<file path="src/rtl/gpio_mc_pkg.sv">
package gpio_mc_pkg;

    localparam int PORT_W = 8;
    localparam int ADDR_W = 3;

    typedef enum logic [ADDR_W-1:0] {
        RA_PIN    = 3'd0,
        RA_DOUT   = 3'd1,
        RA_DIR    = 3'd2,
        RA_MCELL  = 3'd3,
        RA_MASK   = 3'd4,
        RA_OEN    = 3'd5,
        RA_DRIVE  = 3'd6,
        RA_NONE   = 3'd7
    } port_reg_e;

endpackage

</file>
<file path="src/rtl/gpio_sync.sv">
module gpio_sync #(
    parameter int WIDTH  = 8,
    parameter int STAGES = 2
) (
    input  logic             clk,
    input  logic             rst_n,
    input  logic [WIDTH-1:0] d_async,
    output logic [WIDTH-1:0] q_sync
);
    logic [WIDTH-1:0] chain_q [STAGES];

    always_ff @(posedge clk or negedge rst_n) begin
        if (!rst_n) begin
            for (int s = 0; s < STAGES; s++) chain_q[s] <= '0;
        end else begin
            chain_q[0] <= d_async;
            for (int s = 1; s < STAGES; s++) chain_q[s] <= chain_q[s-1];
        end
    end

    assign q_sync = chain_q[STAGES-1];
endmodule

</file>
<file path="src/rtl/gpio_regs.sv">
module gpio_regs
    import gpio_mc_pkg::*;
#(
    parameter int WIDTH = PORT_W
) (
    input  logic              clk,
    input  logic              rst_n,
    input  logic              wr_en,
    input  port_reg_e         wr_sel,
    input  logic [WIDTH-1:0]  wdata,
    output logic [WIDTH-1:0]  dout_q,
    output logic [WIDTH-1:0]  dir_q,
    output logic [WIDTH-1:0]  mcell_q,
    output logic [WIDTH-1:0]  mask_q,
    output logic [WIDTH-1:0]  drive_q
);
    // Masked load: blocked bits keep their value, open bits take the write.
    logic [WIDTH-1:0] mcell_load;

    always_comb begin
        mcell_load = (mcell_q & mask_q) | (wdata & ~mask_q);
    end

    always_ff @(posedge clk or negedge rst_n) begin
        if (!rst_n) begin
            dout_q  <= '0;
            dir_q   <= '0;
            mcell_q <= '0;
            mask_q  <= '0;
            drive_q <= '0;
        end else if (wr_en) begin
            unique case (wr_sel)
                RA_DOUT:  dout_q  <= wdata;
                RA_DIR:   dir_q   <= wdata;
                RA_MCELL: mcell_q <= mcell_load;
                RA_MASK:  mask_q  <= wdata;
                RA_DRIVE: drive_q <= wdata;
                RA_PIN, RA_OEN, RA_NONE: ;
                default: ;
            endcase
        end
    end
endmodule

</file>
<file path="src/rtl/gpio_pad_ctl.sv">
module gpio_pad_ctl #(
    parameter int WIDTH    = 8,
    parameter int OD_FIRST = 4
) (
    input  logic [WIDTH-1:0] dout,
    input  logic [WIDTH-1:0] oe_eff,
    input  logic [WIDTH-1:0] drive,
    output logic [WIDTH-1:0] pad_out,
    output logic [WIDTH-1:0] pad_oe
);
    for (genvar i = 0; i < WIDTH; i++) begin : g_pin
        if (i >= OD_FIRST) begin : g_od_capable
            always_comb begin
                if (drive[i]) begin
                    pad_out[i] = 1'b0;
                    pad_oe[i]  = oe_eff[i] & ~dout[i];
                end else begin
                    pad_out[i] = dout[i];
                    pad_oe[i]  = oe_eff[i];
                end
            end
        end else begin : g_push_pull
            always_comb begin
                pad_out[i] = dout[i];
                pad_oe[i]  = oe_eff[i];
            end
        end
    end
endmodule

</file>
<file path="src/rtl/gpio_mc_port.sv">
module gpio_mc_port
    import gpio_mc_pkg::*;
#(
    parameter int WIDTH     = PORT_W,
    parameter int OD_FIRST  = PORT_W / 2,
    parameter int SYNC_DEPTH = 2
) (
    input  logic                 clk,
    input  logic                 rst_n,
    input  logic [ADDR_W-1:0]    bus_addr,
    input  logic                 bus_wr,
    input  logic                 bus_rd,
    input  logic [WIDTH-1:0]     bus_wdata,
    output logic [WIDTH-1:0]     bus_rdata,
    input  logic [WIDTH-1:0]     pin_in,
    input  logic [WIDTH-1:0]     pt_oe,
    output logic [WIDTH-1:0]     pin_out,
    output logic [WIDTH-1:0]     pin_oe,
    output logic [WIDTH-1:0]     mc_out,
    output logic [OD_FIRST-1:0]  slew_sel
);
    localparam int SLEW_W = OD_FIRST;

    port_reg_e        sel;
    logic [WIDTH-1:0] pin_sync;
    logic [WIDTH-1:0] dout_q, dir_q, mcell_q, mask_q, drive_q;
    logic [WIDTH-1:0] oe_eff;
    logic [WIDTH-1:0] rd_mux;

    assign sel = port_reg_e'(bus_addr);

    gpio_sync #(.WIDTH(WIDTH), .STAGES(SYNC_DEPTH)) u_sync (
        .clk     (clk),
        .rst_n   (rst_n),
        .d_async (pin_in),
        .q_sync  (pin_sync)
    );

    gpio_regs #(.WIDTH(WIDTH)) u_regs (
        .clk     (clk),
        .rst_n   (rst_n),
        .wr_en   (bus_wr),
        .wr_sel  (sel),
        .wdata   (bus_wdata),
        .dout_q  (dout_q),
        .dir_q   (dir_q),
        .mcell_q (mcell_q),
        .mask_q  (mask_q),
        .drive_q (drive_q)
    );

    assign oe_eff = dir_q | pt_oe;

    gpio_pad_ctl #(.WIDTH(WIDTH), .OD_FIRST(OD_FIRST)) u_pad (
        .dout    (dout_q),
        .oe_eff  (oe_eff),
        .drive   (drive_q),
        .pad_out (pin_out),
        .pad_oe  (pin_oe)
    );

    always_comb begin
        unique case (sel)
            RA_PIN:   rd_mux = pin_sync;
            RA_DOUT:  rd_mux = dout_q;
            RA_DIR:   rd_mux = dir_q;
            RA_MCELL: rd_mux = mcell_q;
            RA_MASK:  rd_mux = mask_q;
            RA_OEN:   rd_mux = oe_eff;
            RA_DRIVE: rd_mux = drive_q;
            RA_NONE:  rd_mux = '0;
            default:  rd_mux = '0;
        endcase
    end

    always_ff @(posedge clk or negedge rst_n) begin
        if (!rst_n)      bus_rdata <= '0;
        else if (bus_rd) bus_rdata <= rd_mux;
    end

    assign mc_out   = mcell_q;
    assign slew_sel = drive_q[SLEW_W-1:0];
endmodule

</file>
<file path="config.mk">
export PLATFORM = sky130hd
export DESIGN_NAME = gpio_mc_port
export DESIGN_NICKNAME = d
export VERILOG_FILES = /design/src/rtl/gpio_mc_pkg.sv /design/src/rtl/gpio_sync.sv /design/src/rtl/gpio_regs.sv /design/src/rtl/gpio_pad_ctl.sv /design/src/rtl/gpio_mc_port.sv
export SDC_FILE = /design/constraint.sdc
export NUM_CORES = 1
export LEC_CHECK = 0
export BUFFER_PORTS_ARGS = -buffer_cell sky130_fd_sc_hd__buf_2
export CORE_ASPECT_RATIO = 2
export CORE_MARGIN = 5
export CORE_UTILIZATION = 50
export CTS_CLUSTER_SIZE = 16
export DETAILED_ROUTE_END_ITERATION = 6
export GPL_ROUTABILITY_DRIVEN = 0
export PLACE_DENSITY_LB_ADDON = 0.15
export SYNTH_ARGS = -nofsm -noshare
export SYNTH_HDL_FRONTEND = slang
export SYNTH_HIERARCHICAL = 1
export SYNTH_SLANG_ARGS = --single-unit
</file>
<file path="constraint.sdc">
create_clock -name clk -period 1.4 [get_ports clk]
set_input_delay 0.14 -clock clk [delete_from_list [all_inputs] [get_ports clk]]
set_output_delay 0.14 -clock clk [all_outputs]
set_load 0.02 [all_outputs]
</file>
==> summary.txt, run 1 <==
clock network power share - 0.336
crit path capture type - output port
largest net degree at the start of global routing - 65
Diodes inserted - 0
gr usage total - 0.206
most common cell after layout, fill and taps aside - dfrtp_1
fin. max-slew vios - 0
total CTS buffers - 9
Post-Place Cell Area - 3560 um^2
hold depth - 2
sequential power share - 0.418
min-delay src - bus_wdata[2]
vias per inst - 5.22
CP Class - reg -> out
CTS Root Cell - clkbuf_16
core box area - 6060 um^2
Vias - 2285
Max Buffers Root-to-Sink - 2
final WL - 7400 um
FILL cells - 508
Crit Path Max Fanout - 3
Warnings, synthesis - 6
GR Layer Usage met2 - 0.361
slew margin rel. - 0.767
drt drc - 0
maxcap violations - 0
Syn Nets - 296
grt total ovfl - 0
FF-to-FF setup slack - 0.29 ns
gr busiest metal - met2
die height - 122 um
Synth cell types - 34
DR pass1 iterations - 4
outcome - complete, no violations
Peak VDD IR - 0.966 mV
Slew @ Worst Pin - 0.349 ns
initial antenna violation count - 0
layout cells sized above 1 - 0.458
CP required - 1.26 ns
clk slew on worst S/H paths - 0.05 ns
switch share - 0.306
Synth Instances - 265
Final Setup Violations - 0
Area Overhead vs Synth - 27.6%
minimum clock period - 1.38 ns
R2R cell count - 3
CTS tree - built
H-tree lvl count - 3
CP Launch Type - flip-flop
Power Internal - 4.09 mW
hold endpoint - u_regs/dout_q[2]$_DFFE_PN0P_
leak pwr - 1.82 nW
worst path arrival time - 1.24 ns
worst reg2reg path startpoint - u_regs/dir_q[1]$_DFFE_PN0P_
routed length per placed instance - 16.9 um
total power - 5.90 mW
final hold viol count - 0
Seq/Total Area, Yosys - 0.515
Cell Rows - 40
initial DRC count - 97
synthesized area - 3110 um^2
Power Density - 1490 nW/um^2
die area - 8000 um^2
Finished Core Util - 0.656
Die Wd - 65.8 um
clk_lat worst skew - 0.33 ns
Net count, final - 380
Hold Path Class - in -> reg
Max Clock Freq - 724 MHz
most frequent cells in the layout - 64 x dfrtp_1, 62 x buf_2, 32 x mux2_2
Port Buffers - 66
Worst Skew - 0.00414 ns
vias in the first global route - 2426
Switch Pwr - 1.81 mW
final antenna-violating net count - 0
Yosys reg bits - 64
post-route design area - 3970 um^2
clk sink count - 64
GR Layer Usage met1 - 0.223
met3 Track Usage GR - 0.0498
fin crit share - 0.987
first-pass GRT wire length - 12000 um
part of the power in combinational logic - 0.245
Crit Reg-Reg Endpoint - bus_rdata[1]$_DFFE_PN0P_
RSZ-0062 raised after global routing - true
Avg Cell Area, Syn - 11.7 um^2
initial cell density of the core - 0.514
Final HPWL DP - 5380 um
Boundary Pins - 67
==> power by group through the flow <==
stage               Sequential [mW]  Combinational (mW)  Clock (mW)
finish                         2.47                1.45        1.98
floorplan                      2.60               0.794           0
global route                   2.52                1.57        2.13
CTS                            2.47                1.46        2.05
detailed placement             2.50                1.37           0
global placement               2.50                1.35           0
==> logic make-up (layout without fill, tap and decap cells) <==
group	count (synthesis)	count (layout)	synth area share
AND/OR/NAND/NOR	76	76	0.142
flip-flops	64	64	0.515
multiplexers	47	47	0.177
buffers and inverters	33	122	0.0772
AO/OA/AOI/OAI	45	45	0.0897
==> worst max-delay path, cell delays in order (launching register included) <==
cell and delay (ns):
dfrtp_1 0.40, or2_4 0.24, a21boi_1 0.12, buf_4 0.16
==> cell usage after synthesis <==
cell type,n,area share
nor4_1,8,0.016
a21boi_1,4,0.0097
nor3_4,1,0.0052
buf_6,3,0.011
o21ai_0,16,0.026
inv_1,3,0.0036
o31a_1,1,0.0028
buf_4,19,0.046
or2_2,7,0.014
mux2_4,8,0.039
a21boi_0,3,0.0072
nor2_1,18,0.022
a211oi_1,1,0.0024
a221oi_1,1,0.0028
nor3_2,1,0.0032
and2b_1,1,0.0024
mux2i_1,7,0.023
dfrtp_1,64,0.51
nand2_1,14,0.017
and4bb_1,2,0.0080
and3b_1,1,0.0028
nand4b_2,2,0.0097
nand3_1,3,0.0048
mux2_2,32,0.12
a21oi_1,6,0.0097
buf_2,5,0.0080
clkbuf_1,2,0.0024
nand2b_1,9,0.018
nor2b_1,8,0.016
buf_12,1,0.0064
a31oi_1,9,0.018
o2111ai_1,3,0.0084
o311ai_1,1,0.0028
nor3b_1,1,0.0024
==> worst max-delay path by stage <==
stage	startpoint	end	slack, ns
6_report	u_regs/dir_q[5]$_DFFE_PN0P_	pin_oe[5]	0.02
4_1_cts	u_regs/dir_q[5]$_DFFE_PN0P_	pin_oe[5]	-0.006
3_5_place_dp	bus_addr[1]	bus_rdata[1]$_DFFE_PN0P_	0.05
5_1_grt	u_regs/dir_q[5]$_DFFE_PN0P_	pin_oe[5]	-0.02
2_1_floorplan	flip-flop	bus_rdata[3]$_DFFE_PN0P_	0.39
3_3_place_gp	bus_addr[1]	bus_rdata[3]$_DFFE_PN0P_	0.07
==> metrics by stage <==
| stage | hold slack [ns] | setup WS, ns | setup TNS [ns] | std cells |
|---|---|---|---|---|
| floorplan | -0.156 | 0.386 | 0 | 265 |
| global placement | 0.177 | 0.0693 | 0 | 410 |
| detailed placement | 0.177 | 0.0452 | 0 | 410 |
| CTS | 0.0879 | -0.00585 | -0.00585 | 438 |
| global route | 0.104 | -0.0174 | -0.0244 | 438 |
| finish | 0.108 | 0.0184 | 0 | 438 |
==> per-layer routing <==
metal | routed length, um | up-vias
li1 | - | 1088
met5 | 0 | -
met4 | 220 | 0
met3 | 308 | 15
met1 | 2780 | 1113
met2 | 4080 | 69
==> layout make-up <==
| type | count | area [um^2] | area share |
|---|---|---|---|
| Multi-Input combinational cell | 168 | 1280 | 0.323 |
| Clock buffer | 9 | 225 | 0.0567 |
| Inverter | 3 | 11.3 | 0.00284 |
| Sequential cell | 64 | 1600 | 0.403 |
| Clock inverter | 7 | 48.8 | 0.0123 |
| Timing Repair Buffer | 103 | 694 | 0.175 |
| Tap cell | 84 | 105 | 0.0265 |
==> repair_timing <==
item | 4_1_cts | 5_1_grt
endpoints found under the hold margin | 72 | 0
endpoints found under the setup margin | 4 | 3
buffers inserted | 3 | 0
resized for setup | 8 | 2
hold buffers | 9 | 0
Note: power is estimated with default switching activity, not from simulation.
==> run 2: changes to the inputs <==
Settings changed: MAX_ROUTING_LAYER from default to met4.
Clock period 1.4 ns to 1.7 ns, I/O delays scaled along.
==> summary.txt, run 2 (synthesized netlist as in run 1, its figures left out) <==
Power Density - 1290 nW/um^2
core box area - 6060 um^2
worst path arrival time - 1.30 ns
Max Clock Freq - 678 MHz
fin cells - 420
slowest stage delay, CP - 0.39 ns
die height - 122 um
Post-CTS Setup Bufs - 0
fin crit share - 0.867
multi-input logic area - 1270 um^2
Net count, final - 362
hold depth - 2
CP required - 1.53 ns
vias per inst - 5.21
Final Setup Violations - 0
Peak VDD IR - 1.25 mV
CTS Root Cell - clkbuf_16
initial cell density of the core - 0.514
clk sink count - 64
CTS tree - built
initial DRC count - 152
FILL cells - 525
Vias - 2190
min-delay src - bus_wdata[0]
hold endpoint - u_regs/dout_q[0]$_DFFE_PN0P_
total power - 4.86 mW
Final HPWL DP - 5060 um
slew margin rel. - 0.589
DR pass1 iterations - 4
Crit Reg-Reg Endpoint - bus_rdata[7]$_DFFE_PN0P_
final hold viol count - 0
Slew @ Worst Pin - 0.617 ns
maxcap violations - 0
CP Launch Type - flip-flop
Cell Rows - 40
grt total ovfl - 0
placed insts - 395
minimum clock period - 1.47 ns
Place WS - 0.121 ns
final antenna-violating net count - 0
most frequent cells in the layout - 66 x buf_2, 64 x dfrtp_1, 32 x mux2_2
fin. max-slew vios - 0
CP top delay family - flip-flops
Die Wd - 65.8 um
clk_lat worst skew - 0.32 ns
Crit Path Max Fanout - 3
Hold Path Class - in -> reg
worst reg2reg path startpoint - u_regs/dir_q[7]$_DFFE_PN0P_
clk slew on worst S/H paths - 0.05 ns
RSZ-0062 raised after global routing - false
initial antenna violation count - 0
CP Class - reg -> out
R2R cell count - 3
die area - 8000 um^2
Area Overhead vs Synth - 21.6%
Diodes inserted - 0
layout cells sized above 1 - 0.420
Port Buffers - 66
FF-to-FF setup slack - 0.60 ns
largest net degree at the start of global routing - 65
Worst Path Buf+Inv - 1
Worst Skew - 0.00211 ns
Crit-path slowest cell - dfrtp_1
H-tree lvl count - 3
fin worst setup slack - 0.226 ns
gr usage total - 0.203
vias in the first global route - 2214
FF+latch area - 1600 um^2
crit path capture type - output port
setup TNS - 0 ns
final WL - 7240 um
outcome - complete, no violations
first-pass GRT wire length - 11600 um
most common cell after layout, fill and taps aside - buf_2
total CTS buffers - 9
routed length per placed instance - 17.2 um
Boundary Pins - 67
crit-path cells - or2_2, a21boi_1, buf_2
drt drc - 0
leak pwr - 1.73 nW
Max Buffers Root-to-Sink - 2
==> run 2: cell count changes in the layout (fill, tap and decap cells not counted), moves of 2 or more <==
cell | previous run | this run
clkinvlp_4 | 4 | 1
or2_4 | 4 | 0
buf_4 | 27 | 9
buf_2 | 62 | 66
or2_2 | 3 | 7
clkbuf_1 | 0 | 2
clkbuf_8 | 0 | 3
buf_12 | 4 | 1
==> run 2: report_power, final <==
part | total (mW) | leakage, nW | switching [mW] | internal [mW]
clock network | 1.72 | 0.139 | 0.622 | 1.10
registers | 2.03 | 0.761 | 0.223 | 1.81
logic | 1.10 | 0.830 | 0.593 | 0.511
total | 4.86 | 1.73 | 1.44 | 3.42
==> run 2: worst max-delay path by stage <==
stage          slack [ns]                   startpoint  cells past startpoint                      endpoint
2_1_floorplan        0.67                  bus_addr[2]                      6      bus_rdata[2]$_DFFE_PN0P_
3_3_place_gp         0.14                  bus_addr[1]                      4  u_regs/mask_q[2]$_DFFE_PN0P_
3_5_place_dp         0.12                  bus_addr[1]                      4  u_regs/mask_q[1]$_DFFE_PN0P_
4_1_cts              0.22  u_regs/dir_q[7]$_DFFE_PN0P_                      3                     pin_oe[7]
5_1_grt              0.19  u_regs/dir_q[5]$_DFFE_PN0P_                      3                     pin_oe[5]
6_report             0.23  u_regs/dir_q[7]$_DFFE_PN0P_                      3                     pin_oe[7]
==> run 2: stage by stage <==
stage / instance area, um^2 / hold slack, ns / util
finish: 3780 / 0.135 / 0.625
global route: 3780 / 0.132 / 0.625
CTS: 3780 / 0.124 / 0.625
detailed placement: 3410 / 0.211 / 0.562
global placement: 3410 / 0.208 / 0.562
floorplan: 3110 / -0.126 / -
==> run 2: per-layer routing <==
metal | vias to the layer above | part of all wire | GRT usage
met5 | - | 0 | -
met4 | 0 | 0.014 | 0.0701
met3 | 8 | 0.045 | 0.0526
met2 | 55 | 0.54 | 0.333
met1 | 1068 | 0.40 | 0.238
li1 | 1059 | - | -
==> run 2: cell type report <==
cell class | count | share of cell area
flip-flops and latches | 64 | 0.423
inverters | 3 | 0.00298
clock inverters | 2 | 0.00331
clock buffers | 14 | 0.0724
well taps | 84 | 0.0278
multi-input cells | 168 | 0.336
repair buffers | 85 | 0.134
==> run 2: worst reg2reg max path: stages, from the launching register on <==
cell and delay [ns]:
dfrtp_1 0.39, or2_2 0.30, a31oi_1 0.19, a31oi_1 0.10
==> run 2: what timing repair did <==
item,4_1_cts,5_1_grt
gates resized for setup,0,0
hold buffers,9,0
hold endpoints to repair,72,0
==> run 3: changes to the inputs <==
Settings changed: ABC_AREA from default to 1.
==> summary.txt, run 3 <==
R2R cell count - 6
CTS tree - built
minimum clock period - 1.35 ns
fin crit share - 0.793
Area Overhead vs Synth - 19.0%
sequential power share - 0.415
Hold Path Class - in -> reg
worst hold slack - 0.0850 ns
fin. max-slew vios - 0
die height - 125 um
leak pwr - 2.19 nW
DR pass1 iterations - 4
clk_lat worst skew - 0.33 ns
crit-path cells - nor2_1, inv_1, inv_1, a21oi_1, buf_2
clk slew on worst S/H paths - 0.05 ns
CP Class - reg -> out
total CTS buffers - 9
ys async rst share - 1.00
Switch Pwr - 1.45 mW
synthesized area - 3330 um^2
CP startpoint - u_regs/dir_q[6]$_DFFE_PN0P_
Vias - 2742
top cells by area, synth - dfrtp_1 48%, nand2_1 11%, inv_1 7.3%
cell mode on critical path - inv_1
most frequent cells in the layout - 94 x nand2_1, 66 x buf_2, 65 x inv_1
initial DRC count - 165
most common cell after layout, fill and taps aside - nand2_1
Port Buffers - 66
slowest stage delay, CP - 0.40 ns
Post-synth EDFFs - 0
Yosys reg bits - 64
Syn Nets - 439
RSZ-0062 raised after global routing - false
Seq/Total Area, Yosys - 0.480
Worst Skew - 0.00401 ns
layout cells sized above 1 - 0.259
Commonest cells post-synth - 94 x nand2_1, 65 x inv_1, 64 x dfrtp_1
clock network power share - 0.378
final antenna-violating net count - 0
Net count, final - 502
total power - 4.71 mW
worst path arrival time - 1.18 ns
drt drc - 0
die area - 8500 um^2
Avg Cell Area, Syn - 8.17 um^2
Warnings, synthesis - 6
Final HPWL DP - 5880 um
first-pass GRT wire length - 13100 um
core box area - 6570 um^2
Crit Path Max Fanout - 3
Die Wd - 67.7 um
vias per inst - 4.87
slew margin rel. - 0.729
post-CTS sizing - 0
Main synth FF type - dfrtp_1
initial antenna violation count - 0
Max Buffers Root-to-Sink - 2
min-delay src - bus_wdata[7]
worst reg2reg path startpoint - u_regs/dir_q[2]$_DFFE_PN0P_
FILL cells - 636
part of the power in combinational logic - 0.207
top-count cell post-synth - nand2_1
CP required - 1.53 ns
area leader, netlist - dfrtp_1
clk sink count - 64
Synth cell types - 23
Power Internal - 3.26 mW
CP Launch Type - flip-flop
initial cell density of the core - 0.507
Crit-path slowest cell - dfrtp_1
final WL - 7980 um
Final Setup Violations - 0
Slew @ Worst Pin - 0.407 ns
routed length per placed instance - 14.2 um
grt total ovfl - 0
largest net degree at the start of global routing - 65
switch share - 0.308
Boundary Pins - 67
setup TNS - 0 ns
FF-to-FF setup slack - 0.65 ns
maxcap violations - 0
H-tree lvl count - 3
Synth Instances - 408
gr usage total - 0.212
Synth top area share - 0.480
hold depth - 3
Power Density - 1190 nW/um^2
outcome - complete, no violations
Max Clock Freq - 742 MHz
Cell Rows - 42
Peak VDD IR - 0.795 mV
vias in the first global route - 2703
Finished Core Util - 0.604
final hold viol count - 0
CTS Root Cell - clkbuf_16
Diodes inserted - 0
Crit Reg-Reg Endpoint - bus_rdata[2]$_DFFE_PN0P_
crit path capture type - output port
-- run 3: cell count changes in the layout (fill, tap and decap cells not counted), sizes merged, moves of 8 or more --
cell    before  now
nand2       14   99
nor4         8    0
mux2        40    0
inv          3   72
nor2        18   42
nand2b       9    0
a31oi        9    0
o21ai       16   47
nor2b        8    0
nand3        3   41
nand4        0   12
-- run 3: power by group through the flow --
stage | logic (mW) | registers (mW) | clock network, mW
3_5_place_dp | 0.964 | 1.98 | 0
3_3_place_gp | 0.944 | 1.98 | 0
2_1_floorplan | 0.596 | 2.03 | 0
4_1_cts | 0.985 | 1.95 | 1.80
6_report | 0.976 | 1.95 | 1.78
5_1_grt | 1.08 | 1.98 | 1.88
-- run 3: kinds of logic after synthesis --
logic type,share of synthesized area
AOI/OAI and AO/OA,0.0946
and+or+nand+nor,0.277
DFF,0.480
buffers and inverters,0.148
-- run 3: per-stage QoR --
stage / setup slack, ns / instance area (um^2) / instances
floorplan: 0.694 / 3330 / 408
global placement: 0.336 / 3590 / 539
detailed placement: 0.277 / 3590 / 539
CTS: 0.331 / 3970 / 563
global route: 0.267 / 3970 / 563
finish: 0.352 / 3970 / 563
-- run 3: timing repair --
item,in CTS,in global routing
hold buffers,9,0
setup buffers,0,0
endpoints found under the hold margin,72,0
endpoints found under the setup margin,0,0
-- run 3: critical path: cells and delay by family (launching register included) --
kind / cells / cell delay, ns
compound gates: 1 / 0.03
buf+inv: 3 / 0.27
flops: 1 / 0.40
simple gates: 1 / 0.14
-- run 3: area by class of cell --
| class | count | area, um^2 | share of cell area |
|---|---|---|---|
| timing repair buffer | 78 | 455 | 0.115 |
| tap | 88 | 110 | 0.0278 |
| multi-input combinational | 245 | 1240 | 0.312 |
| sequential | 64 | 1600 | 0.404 |
| inverter | 73 | 275 | 0.0694 |
| clock inverter | 4 | 45.0 | 0.0114 |
| clock buffer | 11 | 243 | 0.0612 |
-- run 3: worst max path at each step --
stage	end	slack (ns)	depth (start not counted)
final	pin_oe[6]	0.35	5
after global routing	pin_oe[6]	0.27	5
after CTS	pin_oe[5]	0.33	5
after detailed placement	bus_rdata[2]$_DFFE_PN0P_	0.28	7
after global placement	bus_rdata[7]$_DFFE_PN0P_	0.34	7
after floorplan	bus_rdata[2]$_DFFE_PN0P_	0.69	7
-- run 3: per-layer routing --
layer  global-route usage  up-vias  part of all wire
met2                0.343       67              0.53
li1                     -     1394                 -
met3               0.0494       16             0.049
met4               0.0933        0             0.026
met5                    -        -                 0
met1                0.242     1265              0.39
